`src/rtl/sadc_pkg.sv`:
```
package sadc_pkg;
  typedef struct packed {
    logic odd;
    logic single;
  } sadc_cfg_t;

  function automatic int frame_cycles(int cfg_w, int gap_w, int data_w);
    return cfg_w + gap_w + data_w;
  endfunction
endpackage

```
`src/rtl/sadc_clkdiv.sv`:
```
module sadc_clkdiv #(
  parameter int DIV_W = 8
) (
  input  logic             clk,
  input  logic             rst_n,
  input  logic             load,
  input  logic             run,
  input  logic [DIV_W-1:0] div_half,
  output logic             half_end
);
  logic [DIV_W-1:0] div_q;
  logic [DIV_W-1:0] cnt;

  assign half_end = run && (cnt == div_q);

  always_ff @(posedge clk or negedge rst_n) begin
    if (!rst_n) begin
      div_q <= '0;
      cnt   <= '0;
    end else if (load) begin
      div_q <= div_half;
      cnt   <= '0;
    end else if (run) begin
      cnt <= half_end ? '0 : cnt + 1'b1;
    end
  end

  property p_half_bound;
    @(posedge clk) disable iff (!rst_n) run |-> (cnt <= div_q);
  endproperty
  assert_half_bound_R3: assert property (p_half_bound);

  property p_div_hold;
    @(posedge clk) disable iff (!rst_n) (run && !load) |=> $stable(div_q);
  endproperty
  assert_div_hold_R10: assert property (p_div_hold);
endmodule

```
`src/rtl/sadc_seq.sv`:
```
module sadc_seq #(
  parameter int FRAME = 16,
  localparam int HALVES = 2 * FRAME,
  localparam int HW = $clog2(HALVES),
  localparam int BW = $clog2(FRAME)
) (
  input  logic          clk,
  input  logic          rst_n,
  input  logic          start,
  input  logic          half_end,
  output logic          busy,
  output logic          done,
  output logic          accept,
  output logic          rise_evt,
  output logic          last_evt,
  output logic          sclk_hi,
  output logic [BW-1:0] bit_idx
);
  logic [HW-1:0] half_idx;

  assign accept   = start && !busy;
  assign rise_evt = half_end && !half_idx[0];
  assign last_evt = half_end && (half_idx == HW'(HALVES - 1));
  assign sclk_hi  = busy && half_idx[0];
  assign bit_idx  = half_idx[HW-1:1];

  always_ff @(posedge clk or negedge rst_n) begin
    if (!rst_n) begin
      busy     <= 1'b0;
      done     <= 1'b0;
      half_idx <= '0;
    end else begin
      done <= 1'b0;
      if (accept) begin
        busy     <= 1'b1;
        half_idx <= '0;
      end else if (last_evt) begin
        busy     <= 1'b0;
        done     <= 1'b1;
        half_idx <= '0;
      end else if (half_end) begin
        half_idx <= half_idx + 1'b1;
      end
    end
  end

  property p_accept;
    @(posedge clk) disable iff (!rst_n) (start && !busy) |=> busy;
  endproperty
  assert_accept_R2: assert property (p_accept);

  property p_busy_cause;
    @(posedge clk) disable iff (!rst_n) (!busy && !start) |=> !busy;
  endproperty
  assert_busy_cause_R9: assert property (p_busy_cause);

  property p_done_pulse;
    @(posedge clk) disable iff (!rst_n) done |=> !done;
  endproperty
  assert_done_pulse_R8: assert property (p_done_pulse);

  property p_done_idle;
    @(posedge clk) disable iff (!rst_n) done |-> !busy;
  endproperty
  assert_done_idle_R8: assert property (p_done_idle);

  property p_idx_frozen;
    @(posedge clk) disable iff (!rst_n) (busy && !half_end) |=> $stable(half_idx);
  endproperty
  assert_idx_frozen_R3: assert property (p_idx_frozen);
endmodule

```
`src/rtl/sadc_shift.sv`:
```
module sadc_shift
  import sadc_pkg::*;
#(
  parameter int DATA_W = 12,
  parameter int CFG_W = 2,
  parameter int GAP_CYC = 2,
  localparam int FRAME = frame_cycles(CFG_W, GAP_CYC, DATA_W),
  localparam int BW = $clog2(FRAME),
  localparam int IW = $clog2(DATA_W),
  localparam int FIRST = CFG_W + GAP_CYC
) (
  input  logic              clk,
  input  logic              rst_n,
  input  logic              accept,
  input  logic              busy,
  input  logic              rise_evt,
  input  logic              last_evt,
  input  logic [BW-1:0]     bit_idx,
  input  logic              cfg_single,
  input  logic              cfg_odd,
  input  logic              lsb_first,
  input  logic              miso,
  output logic              mosi,
  output logic [DATA_W-1:0] result
);
  sadc_cfg_t         cfg_q;
  logic              lsb_q;
  logic [DATA_W-1:0] data_q;
  logic              in_data;
  logic [BW-1:0]     rel;
  logic [IW-1:0]     slot;

  function automatic logic [IW-1:0] place(logic [IW-1:0] j, logic lsb);
    return lsb ? j : (IW'(DATA_W - 1) - j);
  endfunction

  assign in_data = bit_idx >= BW'(FIRST);
  assign rel     = bit_idx - BW'(FIRST);
  assign slot    = place(rel[IW-1:0], lsb_q);

  always_comb begin
    mosi = 1'b0;
    if (busy && bit_idx == BW'(0)) mosi = cfg_q.single;
    else if (busy && bit_idx == BW'(1)) mosi = cfg_q.odd;
  end

  always_ff @(posedge clk or negedge rst_n) begin
    if (!rst_n) begin
      cfg_q  <= '0;
      lsb_q  <= 1'b0;
      data_q <= '0;
      result <= '0;
    end else begin
      if (accept) begin
        cfg_q.single <= cfg_single;
        cfg_q.odd    <= cfg_odd;
        lsb_q        <= lsb_first;
        data_q       <= '0;
      end else if (rise_evt && in_data) begin
        data_q[slot] <= miso;
      end
      if (last_evt) result <= data_q;
    end
  end

  property p_cfg_hold;
    @(posedge clk) disable iff (!rst_n) busy |=> ($stable(cfg_q) && $stable(lsb_q));
  endproperty
  assert_cfg_hold_R10: assert property (p_cfg_hold);

  property p_result_hold;
    @(posedge clk) disable iff (!rst_n) !last_evt |=> $stable(result);
  endproperty
  assert_result_hold_R8: assert property (p_result_hold);

  property p_mosi_idle;
    @(posedge clk) disable iff (!rst_n) !busy |-> !mosi;
  endproperty
  assert_mosi_idle_R4: assert property (p_mosi_idle);
endmodule

```
`src/rtl/sadc_host_ctrl.sv`:
```
module sadc_host_ctrl
  import sadc_pkg::*;
#(
  parameter int DATA_W = 12,
  parameter int GAP_CYC = 2,
  parameter int DIV_W = 8,
  localparam int CFG_W = 2,
  localparam int FRAME = frame_cycles(CFG_W, GAP_CYC, DATA_W),
  localparam int BW = $clog2(FRAME)
) (
  input  logic              clk,
  input  logic              rst_n,
  input  logic              start,
  input  logic              cfg_single,
  input  logic              cfg_odd,
  input  logic              lsb_first,
  input  logic [DIV_W-1:0]  div_half,
  output logic              busy,
  output logic              done,
  output logic [DATA_W-1:0] result,
  output logic              cs_n,
  output logic              sclk,
  output logic              mosi,
  input  logic              miso
);
  logic          half_end;
  logic          accept;
  logic          rise_evt;
  logic          last_evt;
  logic          sclk_hi;
  logic [BW-1:0] bit_idx;

  sadc_clkdiv #(.DIV_W(DIV_W)) u_div (
    .clk(clk), .rst_n(rst_n), .load(accept), .run(busy),
    .div_half(div_half), .half_end(half_end)
  );

  sadc_seq #(.FRAME(FRAME)) u_seq (
    .clk(clk), .rst_n(rst_n), .start(start), .half_end(half_end),
    .busy(busy), .done(done), .accept(accept), .rise_evt(rise_evt),
    .last_evt(last_evt), .sclk_hi(sclk_hi), .bit_idx(bit_idx)
  );

  sadc_shift #(.DATA_W(DATA_W), .CFG_W(CFG_W), .GAP_CYC(GAP_CYC)) u_shift (
    .clk(clk), .rst_n(rst_n), .accept(accept), .busy(busy),
    .rise_evt(rise_evt), .last_evt(last_evt), .bit_idx(bit_idx),
    .cfg_single(cfg_single), .cfg_odd(cfg_odd), .lsb_first(lsb_first),
    .miso(miso), .mosi(mosi), .result(result)
  );

  assign cs_n = !busy;
  assign sclk = sclk_hi;

  property p_mosi_steady;
    @(posedge clk) disable iff (!rst_n) (sclk && $past(sclk)) |-> $stable(mosi);
  endproperty
  assert_mosi_steady_R4: assert property (p_mosi_steady);

  property p_sample_high;
    @(posedge clk) disable iff (!rst_n) rise_evt |=> sclk;
  endproperty
  assert_sample_high_R5: assert property (p_sample_high);
endmodule

```
`config.mk`:
```
export PLATFORM = sky130hd
export DESIGN_NAME = sadc_host_ctrl
export DESIGN_NICKNAME = d
export VERILOG_FILES = /design/src/rtl/sadc_pkg.sv /design/src/rtl/sadc_clkdiv.sv /design/src/rtl/sadc_seq.sv /design/src/rtl/sadc_shift.sv /design/src/rtl/sadc_host_ctrl.sv
export SDC_FILE = /design/constraint.sdc
export NUM_CORES = 1
export LEC_CHECK = 0
export BUFFER_PORTS_ARGS = -buffer_cell sky130_fd_sc_hd__buf_4
export CORE_ASPECT_RATIO = 0.5
export CORE_MARGIN = 2
export CORE_UTILIZATION = 52
export DETAILED_ROUTE_END_ITERATION = 10
export GPL_TIMING_DRIVEN = 0
export PLACE_DENSITY = 0.82
export SYNTH_ARGS = -nofsm -noshare
export SYNTH_HDL_FRONTEND = slang
export SYNTH_SLANG_ARGS = --single-unit
export TNS_END_PERCENT = 5
```
`constraint.sdc`:
```
create_clock -name clk -period 1.9 [get_ports clk]
set_input_delay 0.19 -clock clk [delete_from_list [all_inputs] [get_ports clk]]
set_output_delay 0.19 -clock clk [all_outputs]
set_load 0.05 [all_outputs]
```
==> impl_metrics.yaml <==
status:
  outcome: "finished clean"
power:
  switchingPower_w: 0.00129
  power_density_nw_per_um2: 1050
  ir_worst_vdd_v: 0.000478
  pwr-share-seq_pct: 42.9
  combPwrFrac_pct: 38.2
  sw_frac_of_total_pct: 37.9
  clkPwrFrac_pct: 18.9
  p_leak_nw: 1.61
  p_int_w: 0.00211
synthesis:
  synth_edf_count: 0
  synth_top_area_cell: "dfrtp_1"
  synth_ff_type: "dfrtp_1"
  ys.warnings.count: 0
  syn_nets: 281
  synth_most_common_cell: "nand2_1"
  ys_top_cells_by_area: "dfrtp_1 47%, nand2_1 8.2%, mux2i_1 6.0%, mux2_4 5.7%, nand4_1 3.1%"
  yosys_register_bits: 50
  synth_common_cells: "58 x nand2_1, 50 x dfrtp_1, 16 x mux2i_1, 13 x nand4_1, 12 x clkbuf_1"
  synthCells: 260
  post_synth.cell_area_avg_sq_um: 10.2
  synth_area_sq_um: 2650
  synth_top_area_share_pct: 47.2
  postSynth.asyncResetShare_pct: 100
  synth.distinct_cells: 43
  synth-seq-area-share_pct: 47.2
routing:
  dr.pass1.iters: 4
  routed_via_density: 5.66
  avgRoutedWirePerCell_um: 15.5
  vias: 2134
  drt_iter0_drc: 135
  totalWireLength_mm: 5.85
  ant_nets: 0
  drc: 0
setup_path:
  crit_slowest_cell: "or4b_2"
  crit_arrival_ns: 2.11
  cp.required_ns: 2.13
  critical-path-max-stage-delay_ns: 0.65
  cp_max_fo: 6
  startpoint_type: "register"
  cp_num_buf_inv: 0
  worstSetupPathType: "reg2reg"
  crit_family: "simple AND/OR/NAND/NOR gates"
  endpoint_kind: "register"
  path_cells: "ha_2 > and3_4 > ha_4 > or4b_2 > o22ai_2"
timing:
  final.period_utilization_pct: 98.5
  fin_ws_ns: 0.0276
  rsz0062_at_grt: "true"
  slew_viol_final: 0
  hold_violations: 0
  setup_viol: 0
  tightest_slew_ns: 0.626
  holdWs_ns: 0.0653
  max_slew_margin_pct: 58.3
  skew_ns: 0.00463
  min_period_ns: 1.87
  finalSetupTns_ns: 0
  max_freq_mhz: 534
cells_and_area:
  layout-drive-gt1-share_pct: 30.0
  antenna_cells: 0
  final_cells: 377
  syn2layout_area_growth_pct: 21.8
  finish.net_count: 327
min_path:
  hp-class: "in2reg"
die:
  num_rows: 18
  start_util_pct: 54.0
  die_h_um: 54.5
  core_sq_um: 4910
  die_w_um: 105
  pin_count: 32
  dieArea_sq_um: 5720
grt:
  first_global_vias: 1965
  grt_max_degree: 51
  track_usage_pct: 21.3
  antenna_found_initial: 0
  grt.overflow.total: 0
  grt_pass1_wl_mm: 9.23
place:
  gp_congestion: 0.928
  dp.cells: 361
  pre_cts_ws_ns: -0.214
  numPortBuffers: 31
  place_hpwl_mm: 3.83
cts:
  cts-root-buf: "clkbuf_8"
  clockBufferDepth: 2
  cts_tree: "built"
  path_clk_slew_ns: 0.09
  clk_latency_ns: 0.31
  clock-sinks: 50
  htreeDepth: 2
  cts_buffers: 5
run:
  cap_violations: 0
cell type report:
class / count / area (sq um)
Clock buffer: 7 / 86.3
Clock inverter: 1 / 5.00
Timing Repair Buffer: 42 / 335
Tap cell: 70 / 87.6
Inverter: 3 / 11.3
Sequential cell: 50 / 1260
Fill cell: 389 / 1680
Buffer: 14 / 75.1
Multi-Input combinational cell: 190 / 1370
final timing paths:
kind | slack [ns] | from | end | depth (start not counted)
max | 0.03 | u_seq.half_idx[0]$_DFFE_PN0P_ | u_seq.half_idx[2]$_DFFE_PN0P_ | 5
max in group asynchronous | 1.01 | rst_n | u_seq.half_idx[4]$_DFFE_PN0P_ | 2
max reg2reg | 0.03 | u_seq.half_idx[0]$_DFFE_PN0P_ | u_seq.half_idx[2]$_DFFE_PN0P_ | 5
min in group asynchronous | 0.44 | rst_n | u_div.cnt[1]$_DFFE_PN0P_ | 2
min reg2reg | 0.49 | u_shift.cfg_q[0]$_DFFE_PN0P_ | u_shift.cfg_q[0]$_DFFE_PN0P_ | 2
min | 0.07 | div_half[7] | u_div.div_q[7]$_DFFE_PN0P_ | 3
cells by family (layout without fill, tap and decap cells):
family,count (synthesis),after routing,share of synthesized area [%]
buffers and inverters,20,67,3.21
xor gates and xnor gates,12,12,3.97
adders and majority gates,6,6,2.83
and+or+nand+nor,115,115,23.0
muxes,29,29,13.0
DFF,50,50,47.2
AOI/OAI and AO/OA,28,28,6.76
worst reg2reg max path, cell delays in order, from the launching register on:
cell and delay, ns:
dfrtp_2 0.45, ha_2 0.21, and3_4 0.19, ha_4 0.18, or4b_2 0.66, o22ai_2 0.11
power groups by stage:
stage / Combinational (W) / Sequential, W / Clock, W
2_1_floorplan: 0.000848 / 0.00140 / 0
5_1_grt: 0.00141 / 0.00148 / 0.000688
6_report: 0.00130 / 0.00146 / 0.000642
3_3_place_gp: 0.00102 / 0.00144 / 0
3_5_place_dp: 0.00108 / 0.00146 / 0
4_1_cts: 0.00114 / 0.00144 / 0.000652
per-stage QoR:
| step | power (W) | area, sq um | utilization [%] |
|---|---|---|---|
| after floorplan | 0.00225 | 2650 | - |
| after global placement | 0.00247 | 2970 | 60.6 |
| after detailed placement | 0.00254 | 2970 | 60.6 |
| after CTS | 0.00323 | 3110 | 63.3 |
| after global routing | 0.00358 | 3230 | 65.7 |
| final | 0.00339 | 3230 | 65.7 |
layout by cell type (no fill, tap or decap), types with 2 or more instances in the layout:
cell type	instances
clkbuf_2	4
nand3b_1	5
xor2_1	5
buf_2	2
nor3b_1	2
xnor2_1	6
dfrtp_1	46
or3_1	3
clkbuf_8	6
mux2i_1	16
nand4_1	13
mux2_4	10
ha_1	4
nand2_1	58
clkbuf_1	6
nand3_1	5
or3b_2	4
and2_1	2
buf_4	40
o21ai_0	5
nor3_1	3
nor2_1	4
dfrtp_2	4
inv_1	2
mux2_2	3
a211oi_1	7
a21oi_1	9
layer usage:
layer,vias up,track usage [%],routed length [um],share of wire (%)
li1,1014,-,-,-
met1,1025,25.2,2560,44
met2,80,38.4,2890,49
met3,15,4.52,291,5.0
met4,0,10.7,114,1.9
met5,-,0,0,0
sequential cells by signal, summed over array words and instances, names as in the netlist:
signal and flops:
u_shift.data_q 12, u_shift.result 12, u_div.cnt 8, u_div.div_q 8
u_seq.half_idx 5, u_shift.cfg_q 2, u_seq.busy 1, u_seq.done 1
u_shift.lsb_q 1
timing repair:
action,in CTS,in global routing
hold buffers,1,0
gates cloned,0,1
gates resized for setup,5,21
endpoints found under the setup margin,34,32
endpoints found under the hold margin,50,0
pin swaps,1,3
buffers inserted,4,5
Note: power is estimated with default switching activity, not from simulation.
